File: src/rtl/mvf_pkg.sv
package mvf_pkg;

  typedef enum logic [3:0] {
    VW_RAW     = 4'd0,
    VW_TAG     = 4'd1,
    VW_EF_BLK  = 4'd2,
    VW_EF_TRY  = 4'd3,
    VW_SEM_BLK = 4'd4,
    VW_SEM_TRY = 4'd5
  } view_e;

  // tag word bit layout (decoded by software, so positions are fixed)
  localparam int TAG_E_BIT     = 0;
  localparam int TAG_F_BIT     = 1;
  localparam int TAG_T_BIT     = 16;
  localparam int TAG_Q_BIT     = 17;
  localparam int TAG_PTR_LSB   = 18;
  localparam int TAG_DCODE_LSB = 28;
  localparam int TAG_DCODE_W   = 4;

  typedef struct packed {
    logic raw_rd;
    logic raw_wr;
    logic tag_rd;
    logic tag_wr;
    logic ef_rd;
    logic ef_wr;
    logic ef_blk;
    logic bad_rd;
  } op_t;

endpackage

File: src/rtl/mvf_view_decode.sv
module mvf_view_decode
  import mvf_pkg::*;
(
  input  logic       valid,
  input  logic       write,
  input  logic [3:0] view,
  output op_t        op
);

  always_comb begin
    op = '0;
    if (valid) begin
      unique case (view)
        VW_RAW:    begin op.raw_rd = !write; op.raw_wr = write; end
        VW_TAG:    begin op.tag_rd = !write; op.tag_wr = write; end
        VW_EF_BLK: begin op.ef_rd = !write; op.ef_wr = write; op.ef_blk = 1'b1; end
        VW_EF_TRY: begin op.ef_rd = !write; op.ef_wr = write; end
        VW_SEM_BLK, VW_SEM_TRY: ;
        default:   op.bad_rd = !write;
      endcase
    end
  end

endmodule

File: src/rtl/mvf_buffer.sv
module mvf_buffer #(
  parameter int DEPTH  = 8,
  parameter int DATA_W = 32,
  localparam int AW    = $clog2(DEPTH)
) (
  input  logic              clk,
  input  logic              we,
  input  logic [AW-1:0]     waddr,
  input  logic [DATA_W-1:0] wdata,
  input  logic [AW-1:0]     raddr,
  output logic [DATA_W-1:0] rdata_q
);

  logic [DATA_W-1:0] mem [DEPTH];

  always_ff @(posedge clk) begin
    if (we) mem[waddr] <= wdata;
  end

  always_ff @(posedge clk) begin
    rdata_q <= mem[raddr];
  end

endmodule

File: src/rtl/mvf_tag_ctrl.sv
module mvf_tag_ctrl
  import mvf_pkg::*;
#(
  parameter int DEPTH  = 8,
  parameter int NTHR   = 8,
  parameter int DATA_W = 32,
  localparam int AW    = $clog2(DEPTH),
  localparam int PW    = $clog2(DEPTH + 1),
  localparam int TID_W = $clog2(NTHR)
) (
  input  logic              clk,
  input  logic              rst,
  input  op_t               op,
  input  logic [TID_W-1:0]  tid,
  input  logic [DATA_W-1:0] wdata,
  output logic              e_q,
  output logic              f_q,
  output logic              t_q,
  output logic [PW-1:0]     ptr_q,
  output logic [AW-1:0]     rd_idx_q,
  output logic              mem_we,
  output logic [AW-1:0]     mem_waddr,
  output logic              do_pop,
  output logic              stall_q,
  output logic [NTHR-1:0]   wake_q
);

  localparam logic [PW-1:0] PFULL = PW'(DEPTH);

  logic [NTHR-1:0] blocked_q;
  logic            ef_stall, ef_done, do_push, raw_patch;
  logic [PW-1:0]   ptr_n;

  always_comb begin
    ef_stall  = op.ef_blk && ((op.ef_rd && e_q) || (op.ef_wr && f_q));
    ef_done   = (op.ef_rd || op.ef_wr) && !ef_stall;
    do_pop    = op.ef_rd && !ef_stall && (ptr_q != '0);
    do_push   = op.ef_wr && !ef_stall && (ptr_q < PFULL);
    raw_patch = op.raw_wr && (ptr_q != '0);
    mem_we    = do_push || raw_patch;
    mem_waddr = do_push ? AW'(rd_idx_q + ptr_q[AW-1:0])
                        : AW'(rd_idx_q + ptr_q[AW-1:0] - AW'(1));
    ptr_n     = ptr_q;
    if (do_pop)  ptr_n = ptr_q - PW'(1);
    if (do_push) ptr_n = ptr_q + PW'(1);
  end

  always_ff @(posedge clk) begin
    if (rst) begin
      e_q       <= 1'b1;
      f_q       <= 1'b0;
      t_q       <= 1'b0;
      ptr_q     <= '0;
      rd_idx_q  <= '0;
      blocked_q <= '0;
      wake_q    <= '0;
      stall_q   <= 1'b0;
    end else begin
      stall_q <= ef_stall;
      wake_q  <= '0;
      if (op.tag_wr) begin
        t_q <= wdata[TAG_T_BIT];
        e_q <= wdata[TAG_E_BIT];
        f_q <= wdata[TAG_F_BIT];
        if (wdata[TAG_E_BIT]) ptr_q <= '0;
      end
      if (ef_stall) blocked_q[tid] <= 1'b1;
      if (ef_done) begin
        ptr_q <= ptr_n;
        if (|blocked_q) begin
          wake_q    <= blocked_q;
          blocked_q <= '0;
        end
        if (do_pop) rd_idx_q <= rd_idx_q + AW'(1);
        if (op.ef_rd) begin
          f_q <= 1'b0;
          if (ptr_n == '0) e_q <= 1'b1;
        end else begin
          e_q <= 1'b0;
          if (ptr_n == PFULL) f_q <= 1'b1;
        end
      end
    end
  end

  AST_PTR_BOUND: assert property (@(posedge clk) disable iff (rst)
    ptr_q <= PFULL);
  AST_FULL_ON_FILL: assert property (@(posedge clk) disable iff (rst)
    (ptr_q == PFULL && $past(ptr_q) != PFULL) |-> f_q);
  AST_EMPTY_ON_DRAIN: assert property (@(posedge clk) disable iff (rst)
    (ptr_q == '0 && $past(ptr_q) != '0) |-> e_q);
  AST_STALL_FREEZES: assert property (@(posedge clk) disable iff (rst)
    stall_q |-> (ptr_q == $past(ptr_q) && rd_idx_q == $past(rd_idx_q)));
  AST_WAKE_CLEARS: assert property (@(posedge clk) disable iff (rst)
    (|wake_q) |-> (blocked_q == '0));
  AST_STALL_NO_WAKE: assert property (@(posedge clk) disable iff (rst)
    stall_q |-> (wake_q == '0));

endmodule

File: src/rtl/mvf_cell.sv
module mvf_cell
  import mvf_pkg::*;
#(
  parameter int DEPTH  = 8,   // power of two
  parameter int NTHR   = 8,
  parameter int DATA_W = 32,  // at least 32 to hold the tag word
  parameter int ADDR_W = 12,  // at least 7 to hold the view field
  localparam int TID_W = $clog2(NTHR)
) (
  input  logic              clk,
  input  logic              rst,
  input  logic              req_valid,
  input  logic              req_write,
  input  logic [ADDR_W-1:0] req_addr,
  input  logic [TID_W-1:0]  req_tid,
  input  logic [DATA_W-1:0] req_wdata,
  output logic              resp_valid,
  output logic              resp_stall,
  output logic [DATA_W-1:0] resp_rdata,
  output logic [NTHR-1:0]   wake
);

  localparam int AW = $clog2(DEPTH);
  localparam int PW = $clog2(DEPTH + 1);
  localparam logic [TAG_DCODE_W-1:0] DCODE = TAG_DCODE_W'(AW);

  op_t               op;
  logic              e_q, f_q, t_q, mem_we, do_pop;
  logic [PW-1:0]     ptr_q;
  logic [AW-1:0]     rd_idx_q, mem_waddr;
  logic [DATA_W-1:0] mem_q, tag_word, side_d, side_q;
  logic              sel_mem_q;

  mvf_view_decode u_dec (
    .valid (req_valid),
    .write (req_write),
    .view  (req_addr[6:3]),
    .op    (op)
  );

  mvf_tag_ctrl #(.DEPTH(DEPTH), .NTHR(NTHR), .DATA_W(DATA_W)) u_ctl (
    .clk       (clk),
    .rst       (rst),
    .op        (op),
    .tid       (req_tid),
    .wdata     (req_wdata),
    .e_q       (e_q),
    .f_q       (f_q),
    .t_q       (t_q),
    .ptr_q     (ptr_q),
    .rd_idx_q  (rd_idx_q),
    .mem_we    (mem_we),
    .mem_waddr (mem_waddr),
    .do_pop    (do_pop),
    .stall_q   (resp_stall),
    .wake_q    (wake)
  );

  mvf_buffer #(.DEPTH(DEPTH), .DATA_W(DATA_W)) u_buf (
    .clk     (clk),
    .we      (mem_we),
    .waddr   (mem_waddr),
    .wdata   (req_wdata),
    .raddr   (rd_idx_q),
    .rdata_q (mem_q)
  );

  always_comb begin
    tag_word = '0;
    tag_word[TAG_E_BIT] = e_q;
    tag_word[TAG_F_BIT] = f_q;
    tag_word[TAG_T_BIT] = t_q;
    tag_word[TAG_Q_BIT] = 1'b1;
    tag_word[TAG_PTR_LSB +: PW] = ptr_q;
    tag_word[TAG_DCODE_LSB +: TAG_DCODE_W] = DCODE;
    side_d = '0;
    if (op.tag_rd) side_d = tag_word;
    if (op.bad_rd) side_d = '1;
  end

  always_ff @(posedge clk) begin
    if (rst) begin
      resp_valid <= 1'b0;
      sel_mem_q  <= 1'b0;
      side_q     <= '0;
    end else begin
      resp_valid <= req_valid;
      sel_mem_q  <= op.raw_rd || do_pop;
      side_q     <= side_d;
    end
  end

  assign resp_rdata = sel_mem_q ? mem_q : side_q;

  AST_RESP_FOLLOWS: assert property (@(posedge clk) disable iff (rst)
    req_valid |=> resp_valid);
  AST_NO_SPURIOUS_RESP: assert property (@(posedge clk) disable iff (rst)
    !req_valid |=> !resp_valid);
  AST_STALL_ONLY_RESP: assert property (@(posedge clk) disable iff (rst)
    resp_stall |-> resp_valid);

endmodule

File: config.mk
export PLATFORM = sky130hd
export DESIGN_NAME = mvf_cell
export DESIGN_NICKNAME = d
export VERILOG_FILES = /design/src/rtl/mvf_pkg.sv /design/src/rtl/mvf_view_decode.sv /design/src/rtl/mvf_buffer.sv /design/src/rtl/mvf_tag_ctrl.sv /design/src/rtl/mvf_cell.sv
export SDC_FILE = /design/constraint.sdc
export NUM_CORES = 1
export LEC_CHECK = 0
export ABC_AREA = 1
export BUFFER_PORTS_ARGS = -buffer_cell sky130_fd_sc_hd__buf_2
export CORE_ASPECT_RATIO = 0.6
export CORE_MARGIN = 1.5
export CORE_UTILIZATION = 45
export CTS_CLUSTER_SIZE = 30
export DETAILED_ROUTE_END_ITERATION = 12
export PLACE_DENSITY = 0.59
export SLEW_MARGIN = 20
export SYNTH_ARGS = -nofsm -noshare
export SYNTH_HDL_FRONTEND = slang
export SYNTH_HIERARCHICAL = 1
export SYNTH_SLANG_ARGS = --single-unit
File: constraint.sdc
create_clock -name clk -period 5.9 [get_ports clk]
set_input_delay 0.59 -clock clk [delete_from_list [all_inputs] [get_ports clk]]
set_output_delay 0.59 -clock clk [all_outputs]
set_load 0.03 [all_outputs]
Word-level counts from Yosys, hierarchy flattened
Memory sizes are Yosys's and may differ from the RTL's. A register that Yosys moved wholly into a read port is not among the register bits.
Cells that the tools add are included.
{"block": "word_totals", "word_cells": 86, "register_bits": 61, "ram_bits": 256, "romBits": 0, "n_memories": 1, "latchBits": 0}
{"block": "classes", "n_eq_ne": 6, "bitwise_logic": 3, "shifts": 0, "n_lt_le_gt_ge": 3, "addsub": 5, "reduce_logical": 27, "muxes": 30, "multipliers": 0, "div": 0}
{"memory": "u_buf.mem", "words": 8, "width": 32, "rd": 1, "rd_clocked_by_memory_dff": 1, "write_ports": 1, "line": "mvf_buffer.sv:14", "text": "logic [DATA_W-1:0] mem [DEPTH];"}
{"op": "$mux W32", "n": 2}
{"op": "$mux W8", "n": 4}
{"op": "$mux W30", "n": 1}
{"op": "$mux W4", "n": 5}
{"op": "$mux W1", "n": 13}
{"op": "$logic_and A1 B1 Y1", "n": 10}
{"op": "$eq A4 B2 Y1 const B", "n": 2}
{"op": "$eq A4 B3 Y1 const B", "n": 2}
{"op": "$logic_not A4 Y1", "n": 2}
{"op": "$or A8 B8 Y8", "n": 1}
{"op": "$reduce_or A8 Y1", "n": 1}
{"op": "$mux W2", "n": 3}
{"op": "$reduce_or A6 Y1", "n": 1}
{"op": "$add A4 B1 Y4 const B", "n": 1}
{"op": "$eq A4 B1 Y1 const B", "n": 1}
{"op": "$eq A4 B4 Y1 const B", "n": 1}
{"op": "$logic_or A1 B1 Y1", "n": 4}
{"op": "$lt A3 B4 Y1 const B", "n": 1}
{"op": "$lt A4 B4 Y1 const B", "n": 1}
{"op": "$reduce_and A2 Y1", "n": 2}
{"op": "$reduce_bool A2 Y1", "n": 2}
{"op": "$reduce_bool A4 Y1", "n": 1}
{"op": "$sub A4 B1 Y4 const B", "n": 1}
{"op": "$add A3 B1 Y3 const B", "n": 1}
{"op": "9 further kinds", "n": 11}

Depth between registers and ports, before layout
{"block": "depth", "ltp_word": 16, "mapped_depth": 16}

By module
The synthesis kept the hierarchy.
{"mod": "mvf_buffer", "instances": 1, "cells_per_inst": 1156, "seq_area_each_um2": 8328.0, "area_each_um2": 11872.6}
{"mod": "mvf_tag_ctrl", "instances": 1, "cells_per_inst": 189, "seq_area_each_um2": 540.5, "area_each_um2": 1342.5}
{"mod": "mvf_cell", "instances": 1, "cells_per_inst": 115, "seq_area_each_um2": 220.2, "area_each_um2": 669.4}
{"mod": "mvf_view_decode", "instances": 1, "cells_per_inst": 25, "seq_area_each_um2": 0.0, "area_each_um2": 98.8}

Least setup slack after synthesis
Ideal clock, no wire load.
{"block": "synth_timing", "path_type": "input to register", "from": "input port req_addr[5]", "to": "memory u_buf.mem[7][0] (enable)", "path_slack_ns": 2.268, "arrival_ns": 3.211, "required_time_ns": 5.479, "cell_stages": 11, "path_cell_list": "nor2_2 nand2_1 nor2_1 nand2_1 nand2_1 nand2_2 nand3_2 inv_2 o21ai_0 nand2_1 nor2_1"}
{"item": "start, declared", "line": "mvf_cell.sv:14", "text": "input logic [ADDR_W-1:0] req_addr,"}
{"item": "end, declared", "line": "mvf_buffer.sv:14"}

Worst setup path after layout
{"block": "layout_timing", "from": "register u_ctl.rd_idx_q[0]", "to": "memory u_buf.mem[4][21] (enable)"}
{"block": "layout_via", "elab_chain_len": 3}
{"item": "start, declared", "line": "mvf_tag_ctrl.sv:20", "text": "output logic [AW-1:0] rd_idx_q,"}
{"item": "start signal, assigned", "line": "mvf_tag_ctrl.sv:74", "text": "if (do_pop) rd_idx_q <= rd_idx_q + AW'(1);"}
{"item": "$add A3 B3 Y3 (*)", "line": "mvf_tag_ctrl.sv:41, mvf_tag_ctrl.sv:42"}
{"item": "$sub A3 B1 Y3", "line": "mvf_tag_ctrl.sv:42", "text": ": AW'(rd_idx_q + ptr_q[AW-1:0] - AW'(1));"}
{"item": "$mux W3 (*)", "line": "mvf_tag_ctrl.sv:41", "text": "mem_waddr = do_push ? AW'(rd_idx_q + ptr_q[AW-1:0])"}
{"item": "named net mem_waddr[2]", "line": "mvf_cell.sv:30", "text": "logic [AW-1:0] rd_idx_q, mem_waddr;"}
The timed path passes the listed nets; every way through them passes the cells marked *.

==> out/qor.yml <==
status: "complete, no violations"
maxCapViolations: 0
synthTopCellsByArea: "edfxtp_1 55%, nand2_1 15%, dfxtp_1 10%"
yosysWarnings: 6
grt-ovfl-total: 0
hold_path.class: "primary input to flip-flop"
h-tree-depth: 1
syn_area_um2: 14000
worst-setup-path-type: "flip-flop to flip-flop"
io_pins: 93
cts_tree: "yes"
syn_avg_cell_area_um2: 9.42
grt.total_usage: 0.196
synth_cells: 1485
finalPower_mw: 4.65
clock_sinks: 326
grt_max_degree: 89
placed_area_um2: 14700
die_w_um: 231
routed_wl_mm: 30.8
numCtsBuffers: 30
cp_max_fo: 46
endpoint: "u_buf/mem[4][21]$_DFFE_PP_"
clk_latency_ps: 570
r2r_end: "u_buf/mem[4][21]$_DFFE_PP_"
drt_iter0_drc: 659
dr.pass1.iters: 5
antenna_found_initial: 2
hold_buffers: 0
crit_slowest_cell: "nor2_4"
grt_pass1_vias: 8603
dp_hpwl_mm: 17.4
cts_setup_buffers: 0
slew_violations: 0
cts_root_buf: "clkbuf_16"
core-area_um2: 30200
clk_path_buf_depth: 3
synth_edf_count: 256
areaGrowthSynthToFinish_pct: 12.9
setup_tns_ps: 0
regToRegSetupSlack_ps: 2320
synth_most_common_cell: "nand2_1"
cp_num_buf_inv: 2
r2r_start: "u_ctl/rd_idx_q[0]$_SDFFE_PP0P_"
yosysTopAreaCell: "edfxtp_1"
synth_cell_types: 31
io_buffers: 84
post_cts_resized: 0
cp-startpoint: "u_ctl/rd_idx_q[0]$_SDFFE_PP0P_"
worstPathArrival_ps: 3830
fin_crit_sh: 0.608
cp_slowest_stage_delay_ps: 750
hold_viol: 0
rr_worst_depth: 9
nets: 1616
vias_per_cell: 4.65
gp_congestion: 0.852
worst_setup_path_start_kind: "flip-flop"
finalSetupViolCount: 0
synth_top_area_share: 0.550
final_area_um2: 15800
rows: 49
cp.required_ps: 6140
crit_family: "simple AND/OR/NAND/NOR gates"
critical_path_depth: 9
antenna_left: 0
max-vdd-ir-drop_v: 0.000165
clk_pin_slew_ps: 70
rsz0062_at_grt: "false"
yosys-top-cells-count: "556 x nand2_1, 295 x inv_1, 256 x edfxtp_1, 146 x nand3_1, 70 x dfxtp_1"
drive_above_1_share: 0.111
worst_pin_slew_ps: 1000
die_h_um: 140
die-area_um2: 32200
drt-wirelength-per-cell_um: 15.5
fmaxAchievable_mhz: 279
drc: 0
synth_fp_nets: 1542
crit_path_end_kind: "flip-flop"
worstPathCellList: "ha_1, fa_1, inv_1, ha_1, nand2_1, xor2_1, nand2_1, nor2_4, buf_4"
ys_seq_area_frac: 0.650
async_flop_share: 0
finalCriticalPeriod_ps: 3580
vias: 9258
power.density_nw_per_um2: 295
grt_pass1_wl_mm: 48.4
final.fill_count: 2717
synth_top_flop_cell: "edfxtp_1"
power_leakage_nw: 7.39
ys_seq_elements: 326
final.setup_skew_ps: 19.3
start_util: 0.463
slew_headroom: 0.334
per-layer routing:
metal,vias to the layer above,GRT usage,share of wire
met5,-,0,0.00042
met4,2,0.0423,0.019
met3,46,0.0311,0.052
met2,197,0.301,0.43
met1,4269,0.293,0.50
li1,4744,-,-
state kept, by name (all words and copies together) (netlist names), 3 cells and up:
| signal | flops |
|---|---|
| u_ctl/ptr_q | 4 |
| u_ctl/rd_idx_q | 3 |
| u_buf/mem | 256 |
| u_ctl/blocked_q | 8 |
| side_q | 9 |
| u_buf/rdata_q | 32 |
| u_ctl/wake_q | 8 |
placed cells by master, fill, tap and decap left out, drive strengths merged:
cell type and instances:
mux2i 1, o21ai 5, clkinvlp 2, clkinv 12
buf 98, xor2 3, fa 1, clkbuf 37
edfxtp 256, a21oi 11, xnor2 2, inv 302
dfxtp 70, and3 1, ha 5, nand4 2
bufinv 5, nand2 562, diode 1, nand3 148
a22oi 6, nor2 52, nor4 2
power breakdown:
part           internal [mW]  switching (mW)  total (mW)  leakage, nW
Sequential              2.48         0.00390        2.48         2.88
Combinational         0.0263          0.0769       0.103         3.98
Clock                   1.23           0.840        2.07        0.522
kinds of logic after synthesis:
kind of cell / count (synthesis) / synth area share
AOI/OAI and AO/OA: 22 / 0.00975
xor gates and xnor gates: 5 / 0.00313
adders and majority gates: 6 / 0.00591
buffers and inverters: 358 / 0.108
DFF: 326 / 0.650
muxes: 1 / 0.000716
and+or+nand+nor: 767 / 0.223
worst reg2reg max path: stages (launching register included):
cell and delay (ps):
dfxtp_4 710, ha_1 280, fa_1 440, inv_1 70, ha_1 130, nand2_1 70, xor2_1 240, nand2_1 170
nor2_4 750, buf_4 400
worst min-delay path by stage:
stage	start	endpoint	cells past startpoint
global route	req_valid	resp_valid$_SDFF_PP0_	3
global placement	u_ctl/blocked_q[0]$_SDFF_PP0_	u_ctl/wake_q[0]$_SDFF_PP0_	2
finish	req_valid	resp_valid$_SDFF_PP0_	3
floorplan	u_ctl/blocked_q[6]$_SDFF_PP0_	u_ctl/wake_q[6]$_SDFF_PP0_	2
CTS	req_valid	resp_valid$_SDFF_PP0_	3
detailed placement	u_ctl/blocked_q[7]$_SDFF_PP0_	u_ctl/wake_q[7]$_SDFF_PP0_	2
layout make-up:
cell class                      count  area (um^2)  share of cell area
Clock buffer                       37          838              0.0531
Clock inverter                     19          228              0.0144
Inverter                          302         1140              0.0723
Multi-Input combinational cell    801         3440               0.218
Sequential cell                   326         9090               0.576
Antenna cell                        1         2.50            0.000159
Timing Repair Buffer               98          526              0.0333
Tap cell                          408          510              0.0323
metrics by stage:
step	setup slack (ps)	hold WS, ps	cells	util
6_report	2320	259	1992	0.522
5_1_grt	1990	264	1991	0.522
4_1_cts	2220	227	1991	0.522
3_5_place_dp	2120	436	1935	0.487
3_3_place_gp	2140	437	1935	0.487
2_1_floorplan	2270	421	1485	-
No activity file was read; power rests on OpenSTA's default activity.
